<file path="config.mk">
export PLATFORM = sky130hd
export DESIGN_NAME = word_rotmask
export DESIGN_NICKNAME = d
export VERILOG_FILES = /design/src/rtl/rotmask_pkg.sv /design/src/rtl/rotmask_rotator.sv /design/src/rtl/rotmask_maskgen.sv /design/src/rtl/rotmask_merge.sv /design/src/rtl/word_rotmask.sv
export SDC_FILE = /design/constraint.sdc
export NUM_CORES = 1
export LEC_CHECK = 0
export ABC_AREA = 1
export BUFFER_PORTS_ARGS = -buffer_cell sky130_fd_sc_hd__buf_2
export CAP_MARGIN = 20
export CORE_MARGIN = 1.5
export CORE_UTILIZATION = 45
export DETAILED_ROUTE_END_ITERATION = 8
export PLACE_DENSITY = 0.69
export SETUP_SLACK_MARGIN = 0.5
export SYNTH_ARGS = -nofsm -noshare
export SYNTH_HDL_FRONTEND = slang
export SYNTH_SLANG_ARGS = --single-unit
export TNS_END_PERCENT = 20
</file>
<file path="constraint.sdc">
create_clock -name clk -period 3.4 [get_ports clk]
set_input_delay 0.34 -clock clk [delete_from_list [all_inputs] [get_ports clk]]
set_output_delay 0.34 -clock clk [all_outputs]
set_load 0.01 [all_outputs]
</file>
<file path="src/rtl/rotmask_pkg.sv">
package rotmask_pkg;
  localparam int unsigned WORD_W = 32;
  localparam int unsigned AMT_W  = $clog2(WORD_W);

  typedef enum logic {
    RM_MASKED = 1'b0,
    RM_MERGE  = 1'b1
  } rm_mode_e;
endpackage

</file>
<file path="src/rtl/rotmask_rotator.sv">
module rotmask_rotator #(
  parameter int unsigned W     = 32,
  parameter int unsigned SH_W  = $clog2(W)
) (
  input  logic [W-1:0]    din,
  input  logic [SH_W-1:0] amt,
  output logic [W-1:0]    dout
);
  // One stage per bit of the amount; stage s rotates by 2**s toward the MSB.
  logic [W-1:0] stage [SH_W+1];

  assign stage[0] = din;

  for (genvar s = 0; s < SH_W; s++) begin : g_stage
    localparam int unsigned K = 1 << s;
    logic [W-1:0] turned;
    assign turned = {stage[s][W-1-K:0], stage[s][W-1:W-K]};
    assign stage[s+1] = amt[s] ? turned : stage[s];
  end

  assign dout = stage[SH_W];
endmodule

</file>
<file path="src/rtl/rotmask_maskgen.sv">
module rotmask_maskgen #(
  parameter int unsigned W     = 32,
  parameter int unsigned SH_W  = $clog2(W)
) (
  input  logic [SH_W-1:0] lo,
  input  logic [SH_W-1:0] hi,
  output logic [W-1:0]    mask
);
  logic straight;
  assign straight = (lo <= hi);

  // Position p is counted from the MSB, so it lands at vector index W-1-p.
  for (genvar p = 0; p < W; p++) begin : g_bit
    localparam logic [SH_W-1:0] POS = SH_W'(p);
    logic after_lo;
    logic before_hi;
    assign after_lo  = (POS >= lo);
    assign before_hi = (POS <= hi);
    assign mask[W-1-p] = straight ? (after_lo & before_hi) : (after_lo | before_hi);
  end
endmodule

</file>
<file path="src/rtl/rotmask_merge.sv">
module rotmask_merge
  import rotmask_pkg::*;
#(
  parameter int unsigned W = 32
) (
  input  logic [W-1:0] rotated,
  input  logic [W-1:0] tgt,
  input  logic [W-1:0] mask,
  input  rm_mode_e     mode,
  output logic [W-1:0] merged
);
  logic [W-1:0] keep;

  always_comb begin
    keep = (mode == RM_MERGE) ? (tgt & ~mask) : '0;
    merged = (rotated & mask) | keep;
  end
endmodule

</file>
<file path="src/rtl/word_rotmask.sv">
module word_rotmask
  import rotmask_pkg::*;
#(
  parameter int unsigned W    = WORD_W,
  parameter int unsigned SH_W = $clog2(W)
) (
  input  logic            clk,
  input  logic            rst,
  input  logic            in_valid,
  input  logic [W-1:0]    src_word,
  input  logic [W-1:0]    tgt_word,
  input  logic [SH_W-1:0] rot_amt,
  input  logic [SH_W-1:0] mask_lo,
  input  logic [SH_W-1:0] mask_hi,
  input  logic            mode_ins,
  input  logic            rec_in,
  output logic            out_valid,
  output logic [W-1:0]    result,
  output logic            rec_out
);
  logic [W-1:0] rot_w;
  logic [W-1:0] mask_w;
  logic [W-1:0] merged_w;
  rm_mode_e     mode_w;

  assign mode_w = rm_mode_e'(mode_ins);

  rotmask_rotator #(.W(W), .SH_W(SH_W)) u_rot (
    .din  (src_word),
    .amt  (rot_amt),
    .dout (rot_w)
  );

  rotmask_maskgen #(.W(W), .SH_W(SH_W)) u_mask (
    .lo   (mask_lo),
    .hi   (mask_hi),
    .mask (mask_w)
  );

  rotmask_merge #(.W(W)) u_merge (
    .rotated (rot_w),
    .tgt     (tgt_word),
    .mask    (mask_w),
    .mode    (mode_w),
    .merged  (merged_w)
  );

  always_ff @(posedge clk) begin
    if (rst) begin
      out_valid <= 1'b0;
      result    <= '0;
      rec_out   <= 1'b0;
    end else begin
      out_valid <= in_valid;
      if (in_valid) begin
        result  <= merged_w;
        rec_out <= rec_in;
      end
    end
  end


  mask_count_chk: assert property (@(posedge clk) disable iff (rst)
    (in_valid && mask_lo <= mask_hi) |->
      ($countones(mask_w) == (int'(mask_hi) - int'(mask_lo) + 1)));


  mask_wrap_chk: assert property (@(posedge clk) disable iff (rst)
    (in_valid && mask_lo > mask_hi) |->
      ($countones(mask_w) == (int'(W) - int'(mask_lo) + int'(mask_hi) + 1)));


  masked_zero_chk: assert property (@(posedge clk) disable iff (rst)
    ($past(in_valid) && !$past(mode_ins)) |-> ((result & ~$past(mask_w)) == '0));


  merge_keep_chk: assert property (@(posedge clk) disable iff (rst)
    ($past(in_valid) && $past(mode_ins)) |->
      ((result & ~$past(mask_w)) == ($past(tgt_word) & ~$past(mask_w))));


  rot_zero_chk: assert property (@(posedge clk) disable iff (rst)
    ($past(in_valid) && $past(rot_amt) == '0 && $past(mask_lo) == '0 &&
     $past(mask_hi) == SH_W'(W-1) && !$past(mode_ins)) |-> (result == $past(src_word)));


  rec_pass_chk: assert property (@(posedge clk) disable iff (rst)
    $past(in_valid) |-> (rec_out == $past(rec_in)));


  idle_hold_chk: assert property (@(posedge clk) disable iff (rst)
    (!in_valid && !$past(rst)) |=> ($stable(result) && !out_valid));


  reset_clear_chk: assert property (@(posedge clk)
    rst |=> (!out_valid && result == '0 && !rec_out));
endmodule

</file>
==> results.yml <==
clock_tree:
  cts-buffers-inserted: 5
  cts_resized: 0
  post_cts_buffers: 0
  clkSinkCount: 34
  cts.hold.buffers_added: 0
  cts-root-buf: "clkbuf_8"
  clkTransAtPathRegs_ns: 0.08
  cts-htree-levels: 2
  clk-insertion-delay-late_ns: 0.30
  cts-root-to-sink-buffers: 2
  cts_tree: "done"
drt:
  drtIter0Drc: 658
  detail_route.drc_violations: 0
  routed-via-count: 6446
  detailedRoute.firstPassIterationCount: 5
  detail-route-antenna-nets: 0
  viasPerCell: 5.64
  wirelength_mm: 17.7
  post_drt_wl_per_cell_um: 15.5
worst_setup_path:
  crit_fanout: 30
  cp-end-kind: "register"
  cp_data_arrival_time_ns: 2.83
  worstSetupPathType: "in2reg"
  timing.critical_path.required_ns: 3.63
  critical_path.startpoint_type: "input port"
power_and_ir_drop:
  maximum_vdd_drop_mv: 0.238
  leakagePower_nw: 2.99
  power-per-cell-area_mw_per_mm2: 314
global_route:
  grt_max_degree: 44
  groute.usage.overall_pct: 31.2
  grt_antenna_before_repair: 0
  first_global_vias: 5668
  overflow: 0
  first_pass_grt_wire_length_mm: 28.2
timing:
  finalSetupTns_ns: 0
  finalHoldViolCount: 0
  report.final.setup_viol: 0
  finalWorstPathRequiredPeriod_ns: 2.60
  max_freq_ghz: 0.384
  rsz0062_at_grt: "no"
  timing.max_slew.rel_slack_pct: 34.3
  final_critical_path_setup_slack_ns: 0.799
  clock-skew-final_ns: 0
  final_max_slew_viol_count: 0
  min_period_over_period_pct: 76.5
  timing_worst_slew_pin_value_ns: 0.984
finish:
  insertedDiodeCount: 0
  layoutNonFillerInstCount: 1143
  final_cell_area_mm2: 0.00545
  ratio_of_cells_with_drive_above_1_in_the_final_layout_pct: 14.8
  multiInputGateArea_mm2: 0.00358
  nets: 1095
  syn2layout_area_growth_pct: 13.0
  layout.filler_cells: 1203
  sequential_cell_area_um2: 681
floorplanning:
  core-area_mm2: 0.0104
  placement_rows: 37
  die-area_mm2: 0.0113
  die_h_um: 106
  ioPinCount: 118
  floorplan.die.width_um: 106
  initial_utilization_pct: 46.5
logic_synthesis:
  yosysSeqAreaShare_pct: 14.1
  ys_warn_count: 0
  synth_async_sr_flop_share_pct: 0
  synth_top_cell_area_share_pct: 28.1
  synth-seq-cells: 34
  synth.most_common_cell: "nand2_1"
  synthCells: 936
  syn_avg_cell_area_um2: 5.15
  synth_nets: 1025
  synth_cell_types: 27
  synth.cell_area_mm2: 0.00482
  synth.top_cells.by_count: "333 x nand2_1, 271 x nand3_1, 58 x inv_1"
  synth_largest_area_cell: "nand3_1"
  synth_enable_flop_cells: 0
  postSynth.topFlopCell: "dfxtp_1"
  synth.area.top_cells: "nand3_1 28%, nand2_1 26%, dfxtp_1 14%, o21ai_0 5.6%, inv_1 4.5%"
min_path:
  holdCritPathClass: "in2reg"
placed_design:
  place_hpwl_mm: 13.8
  dpl_cell_area_mm2: 0.00531
  gpl.final_weighted_congestion: 1.02
  numPortBuffers: 117
  numPlacedInstances: 1135
  preCtsSetupSlack_ns: 0.537
outcome:
  run_status: "complete, no violations"
flow_run:
  cap_violations: 0
==> placed cells by master, fill, tap and decap left out, types with 3 or more instances in the layout <==
master / instances
o21ai_0: 54
nand3b_1: 28
buf_4: 5
inv_2: 8
nand2_1: 333
nand3_1: 271
dfxtp_1: 34
nor2_1: 25
a21oi_1: 40
or2_2: 3
buf_2: 117
ha_1: 5
o21bai_1: 3
or2_1: 4
clkbuf_8: 5
inv_1: 58
==> cells by family after synthesis <==
group | Yosys count | synth area share [%]
adder cells (fa/ha/maj) | 5 | 1.30
buffers and inverters | 126 | 11.6
AND/OR/NAND/NOR | 672 | 62.5
AO/OA/AOI/OAI | 99 | 10.5
flip-flops | 34 | 14.1
==> state kept, by name, indices dropped and copies added (netlist names) <==
name and cells:
out_valid 1, result 32, rec_out 1
==> final timing paths <==
kind / depth (start not counted) / end / from / slack [ns]
worst max register to register: 2 / result[4] / result[4] / 2.69
worst min-delay path: 2 / out_valid / rst / 0.20
worst max-delay path: 12 / result[0] / mask_hi[4] / 0.80
worst min register to register: 2 / rec_out / rec_out / 0.50
==> power breakdown <==
group	leakage, nW	switching (W)	internal, W
clock network	0.0683	0.000187	0.000294
logic	2.64	0.000519	0.000257
registers	0.282	0.0000182	0.000433
total	2.99	0.000724	0.000985
==> cell type report <==
cell class,instances,area share [%]
multi-input combinational,776,65.8
sequential,34,12.5
timing repair buffer,122,11.4
inverter,67,4.64
tap,136,3.12
clock buffer,5,1.26
clock inverter,3,1.26
==> metal layers <==
metal  vias to the layer above  wire (um)  global-route usage (%)
met1                      2885       8070                    45.3
li1                       3240          -                       -
met5                         -          0                       0
met4                         0        518                    12.1
met2                       288       7650                    46.5
met3                        33       1470                    3.80
==> worst max-delay path, stage by stage <==
cell     delay, ns
buf_2         0.27
inv_2         0.17
ha_1          0.32
nand2_1       0.10
inv_1         0.05
nand2_1       0.07
nand3_2       0.47
nand2_2       0.47
o21ai_0       0.19
o21ai_0       0.19
inv_1         0.06
a21oi_1       0.13
==> stage by stage <==
step / power (W) / utilization, % / hold slack (ns)
floorplan: 0.000995 / - / 0.412
global placement: 0.00122 / 51.2 / 0.473
detailed placement: 0.00122 / 51.2 / 0.483
CTS: 0.00170 / 52.5 / 0.193
global route: 0.00183 / 52.5 / 0.194
finish: 0.00171 / 52.5 / 0.198
(Power assumes the default switching activity.)
